File: src/rtl/dma_rtr_pkg.sv
package dma_rtr_pkg;
  localparam int NPER   = 4;
  localparam int SEL_W  = 4;
  localparam int SIZE_W = 2;
  localparam int TAG_W  = 3;

  typedef enum int {
    PER_TX  = 0,
    PER_RX  = 1,
    PER_ADC = 2,
    PER_TMR = 3
  } per_idx_e;

  localparam logic [SEL_W-1:0] CODE_TX  = 4'b1011;
  localparam logic [SEL_W-1:0] CODE_RX  = 4'b1101;
  localparam logic [SEL_W-1:0] CODE_ADC = 4'b1110;
  localparam logic [SEL_W-1:0] CODE_TMR = 4'b1111;

  localparam logic [SIZE_W-1:0] SIZE_16B = 2'b11;

  localparam logic [TAG_W-1:0] TAG_TXD      = 3'd3;
  localparam logic [TAG_W-1:0] TAG_RXD      = 3'd4;
  localparam logic [TAG_W-1:0] TAG_ADD      = 3'd5;
  localparam logic [TAG_W-1:0] TAG_CTRL_MIN = 3'd6;
endpackage

File: src/rtl/rtr_decode.sv
module rtr_decode
  import dma_rtr_pkg::*;
#(
  parameter int N_PER = NPER,
  parameter int SW    = SEL_W
) (
  input  logic [SW-1:0]    sel_code,
  output logic [N_PER-1:0] sel_vec,
  output logic             sel_any
);
  localparam logic [SW-1:0] CODES [4] = '{CODE_TX, CODE_RX, CODE_ADC, CODE_TMR};

  for (genvar i = 0; i < N_PER; i++) begin : g_dec
    assign sel_vec[i] = (sel_code == CODES[i]);
  end

  assign sel_any = |sel_vec;
endmodule

File: src/rtl/rtr_legal.sv
module rtr_legal
  import dma_rtr_pkg::*;
#(
  parameter int N_PER = NPER,
  parameter int ZW    = SIZE_W,
  parameter int TW    = TAG_W
) (
  input  logic [N_PER-1:0] sel_vec,
  input  logic [ZW-1:0]    size,
  input  logic [TW-1:0]    src_tag,
  input  logic [TW-1:0]    dst_tag,
  output logic             ok
);
  logic size_bad, tag_bad, rx_bad, tx_bad, adc_bad;

  always_comb begin
    size_bad = (size == SIZE_16B);
    tag_bad  = (src_tag >= TAG_CTRL_MIN) || (dst_tag >= TAG_CTRL_MIN);
    rx_bad   = sel_vec[PER_RX]  && (src_tag != TAG_RXD);
    tx_bad   = sel_vec[PER_TX]  && (dst_tag != TAG_TXD);
    adc_bad  = sel_vec[PER_ADC] && (src_tag != TAG_ADD);
    ok       = !(size_bad || tag_bad || rx_bad || tx_bad || adc_bad);
  end
endmodule

File: src/rtl/rtr_pending.sv
module rtr_pending #(
  parameter int N_PER = 4
) (
  input  logic             clk,
  input  logic             rst,
  input  logic [N_PER-1:0] req_lines,
  input  logic [N_PER-1:0] sel_vec,
  input  logic             qual,
  input  logic             ack,
  output logic             pend
);
  logic [N_PER-1:0] prev_q;
  logic             rise_sel;
  logic             pend_d;

  always_comb begin
    rise_sel = |(req_lines & ~prev_q & sel_vec);
    pend_d   = qual && ((pend && !ack) || rise_sel);
  end

  always_ff @(posedge clk) begin
    if (rst) begin
      prev_q <= '0;
      pend   <= 1'b0;
    end else begin
      prev_q <= req_lines;
      pend   <= pend_d;
    end
  end

  AST_HOLD_TILL_ACK: assert property (@(posedge clk) disable iff (rst)
    (pend && !ack && qual) |=> pend);
  AST_ACK_CLEARS: assert property (@(posedge clk) disable iff (rst)
    (pend && ack && !rise_sel) |=> !pend);
  AST_EDGE_WINS_ACK: assert property (@(posedge clk) disable iff (rst)
    (qual && rise_sel && ack) |=> pend);
  AST_DROP_UNQUAL: assert property (@(posedge clk) disable iff (rst)
    !qual |=> !pend);
endmodule

File: src/rtl/dma_req_router.sv
module dma_req_router
  import dma_rtr_pkg::*;
#(
  parameter int N_PER = NPER,
  parameter int SW    = SEL_W,
  parameter int ZW    = SIZE_W,
  parameter int TW    = TAG_W
) (
  input  logic             clk,
  input  logic             rst,
  input  logic [N_PER-1:0] periph_req_i,
  input  logic [SW-1:0]    req_sel_i,
  input  logic             chan_en_i,
  input  logic             master_en_i,
  input  logic             xfer_end_i,
  input  logic             addr_err_i,
  input  logic             nmi_i,
  input  logic [ZW-1:0]    xfer_size_i,
  input  logic [TW-1:0]    src_tag_i,
  input  logic [TW-1:0]    dst_tag_i,
  input  logic             dma_ack_i,
  output logic             dma_req_o,
  output logic [N_PER-1:0] cpu_irq_o,
  output logic             cfg_err_o
);
  logic [N_PER-1:0] sel_vec;
  logic             sel_any;
  logic             legal_ok;
  logic             run_ok;
  logic             qual;

  rtr_decode #(.N_PER(N_PER), .SW(SW)) u_dec (
    .sel_code (req_sel_i),
    .sel_vec  (sel_vec),
    .sel_any  (sel_any)
  );

  rtr_legal #(.N_PER(N_PER), .ZW(ZW), .TW(TW)) u_legal (
    .sel_vec (sel_vec),
    .size    (xfer_size_i),
    .src_tag (src_tag_i),
    .dst_tag (dst_tag_i),
    .ok      (legal_ok)
  );

  assign run_ok = chan_en_i && master_en_i && !xfer_end_i && !addr_err_i && !nmi_i;
  assign qual   = run_ok && legal_ok && sel_any;

  rtr_pending #(.N_PER(N_PER)) u_pend (
    .clk       (clk),
    .rst       (rst),
    .req_lines (periph_req_i),
    .sel_vec   (sel_vec),
    .qual      (qual),
    .ack       (dma_ack_i),
    .pend      (dma_req_o)
  );

  always_ff @(posedge clk) begin
    if (rst) begin
      cpu_irq_o <= '0;
      cfg_err_o <= 1'b0;
    end else begin
      cpu_irq_o <= periph_req_i & ~sel_vec;
      cfg_err_o <= sel_any && !legal_ok;
    end
  end

  AST_IRQ_MASKED: assert property (@(posedge clk) disable iff (rst)
    (cpu_irq_o & $past(sel_vec)) == '0);
  AST_ERR_NO_REQ: assert property (@(posedge clk) disable iff (rst)
    cfg_err_o |-> !dma_req_o);
  AST_SIZE_ERR: assert property (@(posedge clk) disable iff (rst)
    (sel_any && xfer_size_i == SIZE_16B) |=> (cfg_err_o && !dma_req_o));
  AST_CTRL_TAG_ERR: assert property (@(posedge clk) disable iff (rst)
    (sel_any && (src_tag_i >= TAG_CTRL_MIN || dst_tag_i >= TAG_CTRL_MIN)) |=> cfg_err_o);
  AST_NOSEL_QUIET: assert property (@(posedge clk) disable iff (rst)
    !sel_any |=> (!cfg_err_o && !dma_req_o));
endmodule

File: config.mk
export PLATFORM = sky130hd
export DESIGN_NAME = dma_req_router
export DESIGN_NICKNAME = d
export VERILOG_FILES = /design/src/rtl/dma_rtr_pkg.sv /design/src/rtl/rtr_decode.sv /design/src/rtl/rtr_legal.sv /design/src/rtl/rtr_pending.sv /design/src/rtl/dma_req_router.sv
export SDC_FILE = /design/constraint.sdc
export NUM_CORES = 1
export LEC_CHECK = 0
export BUFFER_PORTS_ARGS = -buffer_cell sky130_fd_sc_hd__buf_2
export CAP_MARGIN = 20
export CELL_PAD_IN_SITES_DETAIL_PLACEMENT = 0
export CELL_PAD_IN_SITES_GLOBAL_PLACEMENT = 1
export CORE_MARGIN = 2
export CORE_UTILIZATION = 26
export DETAILED_ROUTE_END_ITERATION = 10
export HOLD_SLACK_MARGIN = 0.15
export PLACE_DENSITY = 0.81
export SLEW_MARGIN = 20
export SYNTH_ARGS = -nofsm -noshare
export SYNTH_HDL_FRONTEND = slang
export SYNTH_SLANG_ARGS = --single-unit
File: constraint.sdc
create_clock -name clk -period 1.1 [get_ports clk]
set_input_delay 0.11 -clock clk [delete_from_list [all_inputs] [get_ports clk]]
set_output_delay 0.11 -clock clk [all_outputs]
set_load 0.005 [all_outputs]
# ---- Word level (Yosys, flattened, before mapping)
# Index checks and enable logic that the tools add are counted.
dict set report totals {
  latch_bits 0
  register_bits 10
  inputBits 24
  output_inout_bits 6
  n_memories 0
  romBits 0
  ramBits 0
}
dict set report classes {
  mux 0
  add_sub_neg 0
  n_div 0
  shift 0
  bitwise 5
  n_mul 0
  reduce_logical 25
  n_lt_le_gt_ge 2
  eq_ne 8
}
# operator n
set op_table {}
lappend op_table {{equality test 4 bit (second input constant)} 4}
lappend op_table {{AND 4 bit} 3}
lappend op_table {{logical AND 1 bit} 12}
lappend op_table {{inverter 4 bit} 2}
lappend op_table {{OR reduction 4 bit} 2}
lappend op_table {{greater-or-equal comparator 3 bit (second input constant)} 2}
lappend op_table {{logical OR 1 bit} 6}
lappend op_table {{inequality test 3 bit (second input constant)} 2}
lappend op_table {{logical NOT 1 bit} 5}
lappend op_table {{inequality test 3 x 2 -> 1 bit (second input constant)} 1}
lappend op_table {{equality test 2 bit (second input constant)} 1}

# ---- Logic depth before layout (Yosys ltp)
dict set report depth {
  ltp_word 10
  depth_mapped 5
}

# ---- Cells and area by module
# Synthesis repeated with hierarchy kept, for this count alone.
dict set report unflattened {
  hier_cells 46
  hier_area_um2 441.7
}
# module n_inst cells_each area_per_inst_um2 seq_area_each_um2
set modules_own_cells {}
lappend modules_own_cells {rtr_pending 1 19 176.4 100.1}
lappend modules_own_cells {dma_req_router 1 12 155.1 100.1}
lappend modules_own_cells {rtr_decode 1 9 67.6 0.0}
lappend modules_own_cells {rtr_legal 1 6 42.5 0.0}

# ---- Least setup slack after synthesis
# Ideal clock, no wire load.
dict set report synth_timing {
  kind {input port to flip-flop}
  from {input req_sel_i[1]}
  to {register u_pend.pend}
  stages 5
  t_required_ns 0.978
  t_arrival_ns 0.754
  slack_ns 0.225
  n_path_buf 1
  cell_sequence {buf_6 maj3_2 nand3b_2 nor3_2 o311a_1}
}
dict set report synth_between {
  elab_chain_len 9
  word_cells_on_any_way 18
  classes_between {eq/ne (4); bitwise (1); reduce/logical (13)}
}
# element line
set synth_lines {}
lappend synth_lines {{from (decl)} dma_req_router.sv:12} ;# input logic [SW-1:0] req_sel_i,
lappend synth_lines {{equality test 4 bit} rtr_decode.sv:14} ;# assign sel_vec[i] = (sel_code == CODES[i]);
lappend synth_lines {{logical AND 1 bit} rtr_legal.sv:19} ;# rx_bad = sel_vec[PER_RX] && (src_tag != TAG_RXD);
lappend synth_lines {{logical OR 1 bit (3 in series)} rtr_legal.sv:22} ;# ok = !(size_bad || tag_bad || rx_bad || tx_bad || adc_bad);
lappend synth_lines {{logical NOT 1 bit} rtr_legal.sv:22}
lappend synth_lines {{logical AND 1 bit (2 in series)} dma_req_router.sv:47} ;# assign qual = run_ok && legal_ok && sel_any;
lappend synth_lines {{logical AND 1 bit *} rtr_pending.sv:18} ;# pend_d = qual && ((pend && !ack) || rise_sel);
lappend synth_lines {{to (signal assigned)} rtr_pending.sv:27} ;# pend <= pend_d;
lappend synth_lines {{to (decl)} rtr_pending.sv:10} ;# output logic pend
# Every way passes the cells marked *; elsewhere a longest branch is shown, timed or not.
# A chain may end at the register's enable or synchronous reset.

# ---- Worst setup path after layout
dict set report layout_timing {
  from {input periph_req_i[2]}
  to {register u_pend.pend}
}
dict set report layout_between {
  elab_chain_len 5
}
# element line
set layout_lines {}
lappend layout_lines {{from (decl)} dma_req_router.sv:11} ;# input logic [N_PER-1:0] periph_req_i,
lappend layout_lines {{AND 4 bit (2 in series)} rtr_pending.sv:17} ;# rise_sel = |(req_lines & ~prev_q & sel_vec);
lappend layout_lines {{OR reduction 4 bit} rtr_pending.sv:17}
lappend layout_lines {{logical OR 1 bit} rtr_pending.sv:18}
lappend layout_lines {{logical AND 1 bit} rtr_pending.sv:18}
# Every way passes these cells.

==> flow_summary.ini <==
[synthesis]
ys_seq_area_frac = 0.4494
synthAdderAreaFrac = 0.02528
synth-simple-area-share = 0.2528
synth-xor-area-share = 0
yosysUniqueCellTypes = 23
mappedNetlistArea_um2 = 445.4
syn_nets = 71
yosys_register_bits = 10
synth-compound-area-share = 0.2051
avgSynthCellArea_um2 = 9.477
synthMuxAreaShare = 0
synth_top_family_by_area = simple AND/OR/NAND/NOR gates
syn-instance-count = 47
yosysWarnings = 0

[place]
port_buffers = 29
hpwl_um = 812.5
postPlaceCellArea_um2 = 599.3
place.gp.congestion = 0.6967

[route]
vias = 463
drt-initial-drc-count = 8
ant_nets = 0
wl_mm = 1.093
routedWlPerCell_um = 10.93
routed_via_density = 4.630
first_pass_iters = 4
drc_errors = 0

[layout]
drive_gt1_frac = 0.4167
fillers = 165
fin_nets = 110
most-common-layout-cells = buf_2 (29), dfxtp_1 (10), dlygate4sd3_1 (6)
layout_commonest_cell = buf_2
diodes = 0
areaGrowthSynthToFinish_pct = 53.09
stdcell_area_um2 = 681.9

[sta]
tns_ps = 0
holdWs_ps = 151.1
rsz0062_at_grt = false
finalCriticalPeriod_ps = 1062
fmax_mhz = 941.8
final_hold_viol_count = 0
worst_pin_slew_ps = 292.9
relSlewSlack = 0.8048
slew_viol_final = 0
fin_skew_ps = 1.135
finalSetupViolCount = 0
post-route-period-util = 0.9652

[setup_path]
reg2reg_depth = 3
required_ps = 1250
reg2reg_slack_ps = 180
path_max_fanout = 2
crit_type = input port to flip-flop
worst_setup_path_start_kind = input port
crit_path_start = periph_req_i[2]
r2r-start = u_pend.prev_q[3]$_SDFF_PP0_
critPathArrivalTime_ps = 1210
cp-end-kind = flip-flop
r2r_end = u_pend.pend$_SDFF_PP0_

[worst_hold_path]
hold_path_depth = 3
min-delay-start = rst
whs_endpoint = cfg_err_o$_SDFF_PP0_
hold_class = input port to flip-flop

[grt]
grt_start_max_net_pins = 10
grt.overflow.total = 0
grt_util_all_layers = 0.1229
grt_pass1_wl_mm = 1.745
grt_pass1_vias = 445
antenna_found_initial = 0

[outcome]
status = finished clean

[floorplanning]
dieHeight_um = 45.39
die_area_um2 = 2060
rows = 14
core_area_um2 = 1559
start_util = 0.2857
die_w_um = 45.39
ios = 30

[cts]
cts_buffers = 3
clock-sinks = 10
htreeDepth = 1
clk_path_buf_depth = 2
path_clk_slew_ps = 60
post_cts_resized = 0
clk-insertion-delay-late_ps = 260
cts_tree = done
cts_root_buf = clkbuf_4

[pwr]
ir_drop_mv = 0.5854
power.density_nw_per_um2 = 1117
leakagePower_nw = 0.3447

[flow_run]
drv_cap = 0
flip-flops by register name, indices dropped and copies added, names as in the netlist:
register,count
cfg_err_o,1
u_pend.pend,1
u_pend.prev_q,4
cpu_irq_o,4
through the flow:
step / setup slack (ps) / power (mW) / std cells / utilization
CTS: 53.62 / 0.7773 / 100 / 0.4374
detailed placement: 87.52 / 0.5104 / 91 / 0.3844
global placement: 120.0 / 0.5088 / 91 / 0.3844
global route: 4.717 / 0.8102 / 100 / 0.4374
floorplan: 224.7 / 0.4470 / 47 / -
finish: 38.24 / 0.7618 / 100 / 0.4374
repair_timing:
item	4_1_cts	5_1_grt
buffers inserted	0	0
endpoints found under the hold margin	6	0
hold buffers	6	0
kinds of logic after synthesis:
logic type               count (synthesis)
AND/OR/NAND/NOR                         19
AO/OA/AOI/OAI                           11
flip-flops                              10
buffers and inverters                    6
adder cells (fa/ha/maj)                  1
worst max-delay path by stage:
stage,endpoint,slack (ps),cells after the start
finish,u_pend.pend$_SDFF_PP0_,40,5
global route,u_pend.pend$_SDFF_PP0_,5,5
global placement,u_pend.pend$_SDFF_PP0_,120,4
detailed placement,u_pend.pend$_SDFF_PP0_,90,5
CTS,u_pend.pend$_SDFF_PP0_,50,5
floorplan,u_pend.pend$_SDFF_PP0_,220,5
metal layers:
layer	share of wire	vias to the layer above	GRT usage
met5	0	-	0
met4	0	0	0.07059
met3	0.078	0	0.04762
met2	0.46	21	0.1944
met1	0.46	201	0.1394
li1	-	241	-
worst max-delay path, stage by stage:
cell and delay, ps:
dlygate4sd3_1 540, buf_2 120, inv_1 60, nor4_1 50, o311a_1 340
where the power goes:
part	switching (mW)	internal [mW]	leakage, nW
Combinational	0.0565	0.0785	0.248
Clock	0.117	0.126	0.0138
Sequential	0.00378	0.380	0.0828
final cells by class:
class	count	area [um2]	area share
Clock buffer	3	22.52	0.03303
Tap cell	16	20.02	0.02936
Sequential cell	10	200.2	0.2936
Multi-Input combinational cell	31	215.2	0.3156
Timing Repair Buffer	35	205.2	0.3009
Inverter	5	18.77	0.02752
Yosys cell counts:
library cell | count | area (um2)
nor2b_1 | 4 | 25.02
and2_1 | 1 | 6.260
a21o_1 | 1 | 7.510
dfxtp_1 | 10 | 200.2
a21oi_1 | 1 | 5.000
nand3_1 | 2 | 10.01
maj3_2 | 1 | 11.26
nor4_1 | 1 | 6.260
o32a_1 | 1 | 10.01
o21a_1 | 3 | 22.52
nand2_1 | 2 | 7.510
o211a_1 | 1 | 10.01
a22oi_1 | 1 | 7.510
buf_6 | 1 | 11.26
nor3_2 | 1 | 10.01
nand2b_1 | 2 | 12.51
inv_1 | 5 | 18.77
nand4b_1 | 1 | 8.760
o32ai_1 | 1 | 8.760
a222oi_1 | 1 | 10.01
o311a_1 | 1 | 10.01
nor2_1 | 4 | 15.01
nand3b_2 | 1 | 11.26
No activity file was read; power rests on OpenSTA's default activity.
